`config.mk`:
```
export PLATFORM = sky130hd
export DESIGN_NAME = sc_char_tx
export DESIGN_NICKNAME = d
export VERILOG_FILES = /design/src/rtl/sc_tx_pkg.sv /design/src/rtl/sc_tx_shifter.sv /design/src/rtl/sc_tx_retry.sv /design/src/rtl/sc_tx_fsm.sv /design/src/rtl/sc_char_tx.sv
export SDC_FILE = /design/constraint.sdc
export NUM_CORES = 1
export LEC_CHECK = 0
export BUFFER_PORTS_ARGS = -buffer_cell sky130_fd_sc_hd__buf_2
export CORE_ASPECT_RATIO = 1.2
export CORE_MARGIN = 2
export CORE_UTILIZATION = 54
export CTS_CLUSTER_SIZE = 14
export DETAILED_ROUTE_END_ITERATION = 8
export GPL_ROUTABILITY_DRIVEN = 0
export PLACE_DENSITY = 0.74
export REMOVE_ABC_BUFFERS = 1
export SETUP_SLACK_MARGIN = 0.1
export SLEW_MARGIN = 20
export SYNTH_ARGS = -nofsm -noshare
export SYNTH_HDL_FRONTEND = slang
export SYNTH_SLANG_ARGS = --single-unit
```
`constraint.sdc`:
```
create_clock -name clk -period 2.2 [get_ports clk]
set_input_delay 0.44 -clock clk [delete_from_list [all_inputs] [get_ports clk]]
set_output_delay 0.44 -clock clk [all_outputs]
set_load 0.01 [all_outputs]
```
`src/rtl/sc_tx_pkg.sv`:
```
package sc_tx_pkg;
    typedef enum logic [2:0] {
        ST_IDLE,
        ST_ALIGN,
        ST_START,
        ST_DATA,
        ST_PARITY,
        ST_GUARD_A,
        ST_GUARD_B
    } tx_state_e;
endpackage

```
`src/rtl/sc_tx_shifter.sv`:
```
module sc_tx_shifter #(
    parameter int DATA_BITS = 8,
    localparam int IDX_W = $clog2(DATA_BITS)
) (
    input  logic                 clk,
    input  logic                 rst_n,
    input  logic                 load,
    input  logic [DATA_BITS-1:0] din,
    input  logic                 idx_clr,
    input  logic                 adv,
    input  logic                 sel_par,
    output logic                 bit_val,
    output logic                 last_bit
);
    logic [DATA_BITS-1:0] byte_q;
    logic [IDX_W-1:0]     idx_q;

    always_ff @(posedge clk or negedge rst_n) begin
        if (!rst_n) begin
            byte_q <= '0;
            idx_q  <= '0;
        end else begin
            if (load)
                byte_q <= din;
            if (idx_clr)
                idx_q <= '0;
            else if (adv)
                idx_q <= idx_q + 1'b1;
        end
    end

    always_comb begin
        last_bit = (idx_q == IDX_W'(DATA_BITS - 1));
        bit_val  = sel_par ? (^byte_q) : byte_q[idx_q];
    end

    // the bit index never steps past the last data bit
    p_no_wrap_r1: assert property (@(posedge clk) disable iff (!rst_n)
        adv |-> !last_bit);
endmodule

```
`src/rtl/sc_tx_retry.sv`:
```
module sc_tx_retry #(
    parameter int CNT_W = 3
) (
    input  logic             clk,
    input  logic             rst_n,
    input  logic [CNT_W-1:0] max_iter,
    input  logic             decide,
    input  logic             nack,
    input  logic             iter_clr,
    output logic             retry,
    output logic             iter_flag
);
    logic [CNT_W-1:0] rep_q;
    logic             hit_max;

    always_comb begin
        retry   = nack && (max_iter != '0) && (rep_q < max_iter);
        hit_max = decide && retry && ((rep_q + 1'b1) == max_iter);
    end

    always_ff @(posedge clk or negedge rst_n) begin
        if (!rst_n) begin
            rep_q     <= '0;
            iter_flag <= 1'b0;
        end else begin
            if (decide)
                rep_q <= retry ? rep_q + 1'b1 : '0;
            if (hit_max)
                iter_flag <= 1'b1;
            else if (iter_clr)
                iter_flag <= 1'b0;
        end
    end

    // a zero limit never grants a repeat
    p_no_retry_zero_r3: assert property (@(posedge clk) disable iff (!rst_n)
        (max_iter == '0) |-> !retry);
    // flag stays set unless a clear arrives
    p_flag_sticky_r6: assert property (@(posedge clk) disable iff (!rst_n)
        (iter_flag && !iter_clr) |=> iter_flag);
    // a clear with no competing set empties the flag
    p_flag_clear_r7: assert property (@(posedge clk) disable iff (!rst_n)
        (iter_clr && !hit_max) |=> !iter_flag);
    // an acknowledged decision returns the count to zero
    p_cnt_reset_r5: assert property (@(posedge clk) disable iff (!rst_n)
        (decide && !nack) |=> (rep_q == '0));
endmodule

```
`src/rtl/sc_tx_fsm.sv`:
```
module sc_tx_fsm
    import sc_tx_pkg::*;
(
    input  logic clk,
    input  logic rst_n,
    input  logic etu_tick,
    input  logic tx_valid,
    input  logic last_bit,
    input  logic retry,
    input  logic line_in,
    output logic tx_ready,
    output logic load,
    output logic idx_clr,
    output logic adv,
    output logic drive_en,
    output logic drive_start,
    output logic drive_par,
    output logic decide,
    output logic nack
);
    tx_state_e state_q, state_d;

    always_ff @(posedge clk or negedge rst_n) begin
        if (!rst_n) begin
            state_q <= ST_IDLE;
            nack    <= 1'b0;
        end else begin
            state_q <= state_d;
            if (state_q == ST_GUARD_A && etu_tick)
                nack <= !line_in;
        end
    end

    always_comb begin
        state_d = state_q;
        unique case (state_q)
            ST_IDLE:    if (tx_valid) state_d = ST_ALIGN;
            ST_ALIGN:   if (etu_tick) state_d = ST_START;
            ST_START:   if (etu_tick) state_d = ST_DATA;
            ST_DATA:    if (etu_tick && last_bit) state_d = ST_PARITY;
            ST_PARITY:  if (etu_tick) state_d = ST_GUARD_A;
            ST_GUARD_A: if (etu_tick) state_d = ST_GUARD_B;
            ST_GUARD_B: if (etu_tick) state_d = retry ? ST_START : ST_IDLE;
            default:    state_d = ST_IDLE;
        endcase
    end

    always_comb begin
        tx_ready    = (state_q == ST_IDLE);
        load        = tx_ready && tx_valid;
        idx_clr     = (state_q == ST_START);
        adv         = (state_q == ST_DATA) && etu_tick && !last_bit;
        drive_start = (state_q == ST_START);
        drive_par   = (state_q == ST_PARITY);
        drive_en    = drive_start || drive_par || (state_q == ST_DATA);
        decide      = (state_q == ST_GUARD_B) && etu_tick;
    end

    // accepting a byte always leaves idle
    p_accept_leaves_idle_r8: assert property (@(posedge clk) disable iff (!rst_n)
        load |=> !tx_ready);
endmodule

```
`src/rtl/sc_char_tx.sv`:
```
module sc_char_tx #(
    parameter int DATA_BITS = 8,
    parameter int CNT_W     = 3
) (
    input  logic                 clk,
    input  logic                 rst_n,
    input  logic                 etu_tick,
    input  logic [DATA_BITS-1:0] tx_data,
    input  logic                 tx_valid,
    output logic                 tx_ready,
    input  logic [CNT_W-1:0]     max_iter,
    input  logic                 iter_clr,
    output logic                 iter_flag,
    input  logic                 line_in,
    output logic                 line_out,
    output logic                 line_en
);
    logic load, idx_clr, adv, drive_en, drive_start, drive_par;
    logic decide, nack, retry, bit_val, last_bit;

    sc_tx_fsm u_fsm (
        .clk(clk), .rst_n(rst_n), .etu_tick(etu_tick), .tx_valid(tx_valid),
        .last_bit(last_bit), .retry(retry), .line_in(line_in),
        .tx_ready(tx_ready), .load(load), .idx_clr(idx_clr), .adv(adv),
        .drive_en(drive_en), .drive_start(drive_start), .drive_par(drive_par),
        .decide(decide), .nack(nack)
    );

    sc_tx_shifter #(.DATA_BITS(DATA_BITS)) u_shift (
        .clk(clk), .rst_n(rst_n), .load(load), .din(tx_data),
        .idx_clr(idx_clr), .adv(adv), .sel_par(drive_par),
        .bit_val(bit_val), .last_bit(last_bit)
    );

    sc_tx_retry #(.CNT_W(CNT_W)) u_retry (
        .clk(clk), .rst_n(rst_n), .max_iter(max_iter), .decide(decide),
        .nack(nack), .iter_clr(iter_clr), .retry(retry), .iter_flag(iter_flag)
    );

    always_comb begin
        line_en  = drive_en;
        line_out = drive_en ? (drive_start ? 1'b0 : bit_val) : 1'b1;
    end

    // the line only changes on a bit-period boundary or a byte acceptance
    p_hold_between_ticks_r1: assert property (@(posedge clk) disable iff (!rst_n)
        !etu_tick |=> ($stable(line_en) && $stable(line_out)));
    // the retry decision is taken with the line released
    p_quiet_guard_r2: assert property (@(posedge clk) disable iff (!rst_n)
        decide |-> !line_en);
    // ready never overlaps driving the line
    p_ready_idle_r8: assert property (@(posedge clk) disable iff (!rst_n)
        tx_ready |-> !line_en);
endmodule

```
==> impl_metrics.toml, run 1 <==
[status]
outcome = "complete, but fails checks"
violations = "setup timing"

[synth]
synth_edf_count = 0
synth_top_area_cell = "dfrtp_1"
syn_area_per_cell_sq_um = 11.1
ys_ff_latch = 19
yosys_warnings = 0
synth_top_area_frac = 0.398
syn_area_sq_um = 1190
synth-async-reset-ratio = 1.00
synth_cell_types = 35
yosysSeqAreaShare = 0.398
synth_area_leaders = "dfrtp_1 (40%), mux2_2 (9.4%), xnor2_1 (6.6%)"
synth_cells = 108
ys.flop_type = "dfrtp_1"

[sta]
fin_hold_ws_ns = 0.0646
final.setup.worst_slack_ns = -0.0499
hold_violations = 0
rsz0062_at_grt = "true"
finalCritPeriodShare = 1.02
max_freq_mhz = 444
finalSetupViolCount = 1
worstMarginPinSlew_ns = 0.650
clock_skew_ns = 0.00456
slew_viol_final = 0
max_slew_margin = 0.566
period_minus_slack_ns = 2.25

[placement]
dpl.hpwl_mm = 1.56
pre_cts_ws_ns = 0.188
dpl_cell_area_sq_um = 1290
numPortBuffers = 20

[final_layout]
stdcell_area_sq_um = 1350
fillerInstances = 192
num-nets-final = 154
final_cell_mix = "buf_2 (20), dfrtp_1 (18), nand2_1 (9), xnor2_1 (9), mux2_2 (9)"
diodes = 0
syn2layout_area_growth_pct = 12.7
drive_above_1_share = 0.362
final_common_cell = "buf_2"

[cts]
clkTransAtPathRegs_ns = 0.11
insertion_delay_ns = 0.29
cts_max_level = 1
cts.sinks = 19
cts_tree = "built"
cts_buffers = 3
cts.path.max_buffers = 2
cts-root-buf = "clkbuf_4"
ctsHoldBuffers = 0

[worst_setup_path]
crit_required_ns = 1.76
crit_path_end_kind = "primary output"
path_delay_family = "multiplexers"
path_cells = "mux4_2 > mux2_4 > a21oi_2 > a21oi_1 > buf_2"
worstSetupPathType = "reg -> out"
r2r_setup_slack_ns = 0.18
reg2reg_depth = 8
slowest_delay_ns = 0.50
r2r_end = "u_fsm.state_q[0]$_DFFE_PN0P_"
timing.rr.start = "u_shift.idx_q[1]$_DFFE_PN0P_"
crit_buf_inv = 1
crit_arrival_ns = 1.81
worst-path-max-fanout = 3
worst_path_max_delay_cell = "mux4_2"
worst_setup_path_start_kind = "flop"

[flow_run]
drv_cap = 0

[pwr]
sequentialPowerShare = 0.412
powerDensity_nw_per_um2 = 1180
peakVddDrop_mv = 0.730
p_int_w = 0.000997
clkPwrFrac = 0.110
power.switching_w = 0.000587
p_leak_nw = 0.610
p_sw_frac = 0.371
comb_power_share = 0.478
fin_total_pwr_w = 0.00158

[grt]
grt_pass1_wl_mm = 3.59
grt_max_degree = 20
antenna_found_initial = 0
grt_usage = 0.183
grt_pass1_vias = 908
grt.overflow.total = 0

[route]
vias = 859
wl_mm = 2.12
drtAntennaViolNets = 0
viasPerCell = 5.37
post_drt_wl_per_cell_um = 13.3
first_pass_iters = 4
drc = 0
drt_iter0_markers = 8

[floorplanning]
num_rows = 18
chipHeight_um = 55.5
coreArea_sq_um = 2070
start_util = 0.576
die_area_sq_um = 2600
die_x_um = 46.9
ios = 21

[worst_hold_path]
hold_class = "in -> async"
registers in the layout, indices dropped and copies added (netlist names):
name and count:
u_fsm.nack 1, u_shift.idx_q 3, u_retry.iter_flag 1, u_fsm.state_q 3, u_shift.byte_q 8, u_retry.rep_q 3
cells in the mapped netlist, types with 3 or more instances:
cell type / n
a21oi_1: 4
a22o_1: 5
dfrtp_1: 19
ha_1: 6
inv_1: 5
mux2_2: 10
nand2_1: 9
nand3_1: 3
nor2_1: 3
nor2b_1: 3
o21ai_0: 4
o21ai_1: 3
xnor2_1: 9
power groups by stage:
stage / Combinational, W / Sequential [W] / Clock [W]
after detailed placement: 0.000705 / 0.000658 / 0
final: 0.000757 / 0.000653 / 0.000174
after CTS: 0.000758 / 0.000652 / 0.000183
after global routing: 0.000825 / 0.000675 / 0.000194
after floorplan: 0.000595 / 0.000608 / 0
after global placement: 0.000696 / 0.000652 / 0
how the worst max path moves through the flow:
| stage | slack, ns | startpoint | to | cells after the start |
|---|---|---|---|---|
| CTS | -0.05 | u_shift.idx_q[1]$_DFFE_PN0P_ | line_out | 5 |
| floorplan | 0.38 | u_shift.idx_q[1]$_DFFE_PN0P_ | line_out | 4 |
| global route | -0.13 | u_shift.idx_q[1]$_DFFE_PN0P_ | line_out | 5 |
| finish | -0.05 | u_shift.idx_q[1]$_DFFE_PN0P_ | line_out | 5 |
| detailed placement | 0.19 | u_shift.idx_q[1]$_DFFE_PN0P_ | line_out | 5 |
| global placement | 0.24 | u_shift.idx_q[1]$_DFFE_PN0P_ | line_out | 5 |
per-stage QoR:
stage / std cells / TNS (ns) / util
2_1_floorplan: 104 / 0 / -
3_3_place_gp: 154 / 0 / 0.624
3_5_place_dp: 154 / 0 / 0.624
4_1_cts: 159 / -0.0460 / 0.645
5_1_grt: 160 / -0.125 / 0.649
6_report: 160 / -0.0499 / 0.649
layer usage:
| metal | global-route usage | part of all wire | up-vias |
|---|---|---|---|
| met5 | 0 | 0 | - |
| met4 | 0.0675 | 0.0090 | 0 |
| met3 | 0.0196 | 0.026 | 2 |
| met2 | 0.313 | 0.52 | 14 |
| met1 | 0.227 | 0.45 | 417 |
| li1 | - | - | 426 |
timing repair:
item / 4_1_cts / 5_1_grt
setup endpoints to repair: 1 / 1
setup buffers: 1 / 1
pin swaps: 1 / 0
resized for setup: 3 / 1
cell families (layout without fill, tap and decap cells):
family                     Yosys count  after routing  synth area share
AOI/OAI and AO/OA                   22             22             0.128
xor gates and xnor gates            10             10            0.0734
adders and majority gates            6              6            0.0629
buffers and inverters                9             31            0.0472
DFF                                 19             19             0.398
muxes                               13             13             0.145
and+or+nand+nor                     29             29             0.146
area by class of cell:
| type | instances | area (sq um) | share of cell area |
|---|---|---|---|
| multi-input combinational | 80 | 671 | 0.499 |
| inverter | 5 | 18.8 | 0.0140 |
| sequential | 19 | 477 | 0.354 |
| tap | 30 | 37.5 | 0.0279 |
| clock buffer | 4 | 26.3 | 0.0195 |
| timing repair buffer | 22 | 115 | 0.0856 |
Power figures use the tool's default switching activity.
==> run 2, diff against run 1 <==
--- a/config.mk
+++ b/config.mk
@@ -5,14 +5,15 @@
 export SDC_FILE = /design/constraint.sdc
 export NUM_CORES = 1
 export LEC_CHECK = 0
+export ABC_AREA = 1
 export BUFFER_PORTS_ARGS = -buffer_cell sky130_fd_sc_hd__buf_2
 export CORE_ASPECT_RATIO = 1.2
 export CORE_MARGIN = 2
-export CORE_UTILIZATION = 54
+export CORE_UTILIZATION = 55
 export CTS_CLUSTER_SIZE = 14
 export DETAILED_ROUTE_END_ITERATION = 8
 export GPL_ROUTABILITY_DRIVEN = 0
-export PLACE_DENSITY = 0.74
+export PLACE_DENSITY = 0.75
 export REMOVE_ABC_BUFFERS = 1
 export SETUP_SLACK_MARGIN = 0.1
 export SLEW_MARGIN = 20
==> run 2 against run 1 <==
The run now ends clean. Hold slack got worse by 0.00072 ns. Sequential share of layout area decreased by 1.5 points. Flip-flop and latch count unchanged. Critical path depth increased by 3. Utilization grew 2.0 points. Register-to-register slack gained 0.52 ns. Clock skew down 0.0010 ns. Sequential power down 6.7%. Fmax grew 15%. First-iteration DRC count rose by 110%. Global-route usage rose by 3.2 points. Combinational power up 27%. Critical path type unchanged. Largest power group unchanged. Highest routed layer unchanged.
==> impl_metrics.toml, run 2 <==
[status]
outcome = "completed"

[floorplanning]
die_x_um = 47.4
chipHeight_um = 56.0
start_util = 0.593
ios = 21
coreArea_sq_um = 2090
num_rows = 18
die_area_sq_um = 2650

[final_layout]
top_register = "u_shift.byte_q"
syn2layout_area_growth_pct = 13.0
drive_above_1_share = 0.165
diodes = 0
finalNonFillerCells = 236
final_cell_mix = "nand2_1 (69), inv_1 (20), buf_2 (20), dfrtp_1 (19), nor2_1 (16)"
largest_reg_flops = 8
num-nets-final = 230
final_common_cell = "nand2_1"

[sta]
fin_tns_setup_ns = 0
rsz0062_at_grt = "false"
worstMarginPinSlew_ns = 0.442
slew_viol_final = 0
max_slew_margin = 0.705
clock_skew_ns = 0.00355
finalCritPeriodShare = 0.888
max_freq_mhz = 512
period_minus_slack_ns = 1.95
finalSetupViolCount = 0
hold_violations = 0

[placement]
dp.cells = 231
dpl.hpwl_mm = 1.99
numPortBuffers = 20

[grt]
grt_usage = 0.215
grt_pass1_wl_mm = 4.24
grt_max_degree = 20
grt.overflow.total = 0
grt_pass1_vias = 1102
antenna_found_initial = 0

[worst_hold_path]
hold_class = "in -> async"

[synth]
synth_edf_count = 0
synth_top_area_frac = 0.383
synth_area_leaders = "dfrtp_1 (38%), nand2_1 (21%), inv_1 (7.0%)"
synth_top_area_cell = "dfrtp_1"
yosysMostFrequentCell = "nand2_1"
ys_ff_latch = 19
yosys_warnings = 0
ys_top_cells_by_count = "nand2_1 (69), inv_1 (23), dfrtp_1 (19), nor2_1 (16), a21oi_1 (13)"
syn_area_per_cell_sq_um = 6.82
yosysSeqAreaShare = 0.383
synth_cells = 182
syn_area_sq_um = 1240
synth-async-reset-ratio = 1.00
synth_cell_types = 21
ys.flop_type = "dfrtp_1"

[cts]
cts_buffers = 3
cts-root-buf = "clkbuf_4"
insertion_delay_ns = 0.30
cts.sinks = 19
ctsHoldBuffers = 0
cts.path.max_buffers = 2
clkTransAtPathRegs_ns = 0.11
cts_max_level = 1
cts_tree = "built"

[pwr]
p_leak_nw = 0.796
peakVddDrop_mv = 1.10
powerDensity_nw_per_um2 = 1250

[flow_run]
drv_cap = 0

[worst_setup_path]
worst_setup_path_start_kind = "flop"
crit_path_end_kind = "primary output"
r2r_setup_slack_ns = 0.70
reg2reg_depth = 8
crit_required_ns = 1.76
slowest_delay_ns = 0.39
critPathMostFrequentCell = "nand2_1"
crit_arrival_ns = 1.51
path_cells = "buf_4 > nor3_2 > inv_1 > nand3_1 > nand2_1 > nand2_1 > nand2_1 > buf_2"
worstSetupPathType = "reg -> out"
timing.rr.start = "u_shift.idx_q[0]$_DFFE_PN0P_"
worst-path-max-fanout = 4
worst_path_max_delay_cell = "dfrtp_1"
r2r_end = "u_fsm.state_q[2]$_DFFE_PN0P_"
crit_buf_inv = 3
path_delay_family = "simple AND/OR/NAND/NOR gates"

[route]
vias = 1198
drc = 0
post_drt_wl_per_cell_um = 10.8
drtAntennaViolNets = 0
wl_mm = 2.55
viasPerCell = 5.08
first_pass_iters = 4
drt_iter0_markers = 17
==> run 2: changes by cell type after synthesis, moves of 2 or more <==
cell / delta
a21oi_1: +9
a22o_1: -5
inv_1: +18
inv_2: +2
mux2_2: -10
mux4_2: -2
nand2_1: +60
nand2b_1: -2
nand3_1: +9
nor2_1: +13
nor2_2: +2
nor2b_1: -3
xnor2_1: -9
==> run 2: cell families after synthesis <==
group | Yosys count | share of synthesized area
xor gates and xnor gates | 2 | 0.0141
adders and majority gates | 6 | 0.0605
AOI/OAI and AO/OA | 25 | 0.109
and+or+nand+nor | 104 | 0.346
DFF | 19 | 0.383
buffers and inverters | 26 | 0.0877
==> run 2: cell type report <==
type	count	area (sq um)
clock buffers	4	26.3
fillers	208	692
inverters	25	93.8
multi-input cells	137	662
flip-flops and latches	19	475
well taps	30	37.5
repair buffers	21	108
==> run 2: timing repair <==
item / in CTS / in global routing
setup endpoints to repair: 0 / 1
buffers inserted: 0 / 1
resized for setup: 0 / 4
==> run 2: worst max-delay path by stage <==
stage / start / endpoint / cells after the start
2_1_floorplan: u_fsm.state_q[2]$_DFFE_PN0P_ / line_out / 5
3_3_place_gp: max_iter[2] / u_retry.iter_flag$_DFFE_PN0P_ / 8
3_5_place_dp: u_fsm.state_q[2]$_DFFE_PN0P_ / line_out / 8
4_1_cts: u_fsm.state_q[2]$_DFFE_PN0P_ / line_out / 8
5_1_grt: u_fsm.state_q[2]$_DFFE_PN0P_ / line_out / 8
6_report: u_fsm.state_q[1]$_DFFE_PN0P_ / line_out / 8
==> run 2: stage by stage <==
step	utilization	setup WS, ns	power (W)	hold WS, ns	area (sq um)
detailed placement	0.651	0.495	0.00155	0.409	1360
finish	0.670	0.247	0.00175	0.0639	1400
CTS	0.664	0.156	0.00173	0.0768	1390
global placement	0.651	0.544	0.00151	0.403	1360
floorplan	-	0.705	0.00131	0.144	1230
global route	0.670	0.0799	0.00194	0.0848	1400
==> run 2: layer usage <==
| layer | track usage | wire [um] |
|---|---|---|
| met1 | 0.223 | 1050 |
| met2 | 0.394 | 1390 |
| met3 | 0.0357 | 72 |
| met4 | 0.0873 | 31 |
| met5 | 0 | 0 |
==> run 2: power by group <==
| group | total (W) | switching [W] | internal [W] | leakage (nW) |
|---|---|---|---|---|
| registers | 0.000609 | 0.000127 | 0.000482 | 0.231 |
| clock network | 0.000182 | 0.000111 | 0.0000706 | 0.0150 |
| logic | 0.000961 | 0.000609 | 0.000351 | 0.549 |
| total | 0.00175 | 0.000848 | 0.000904 | 0.796 |
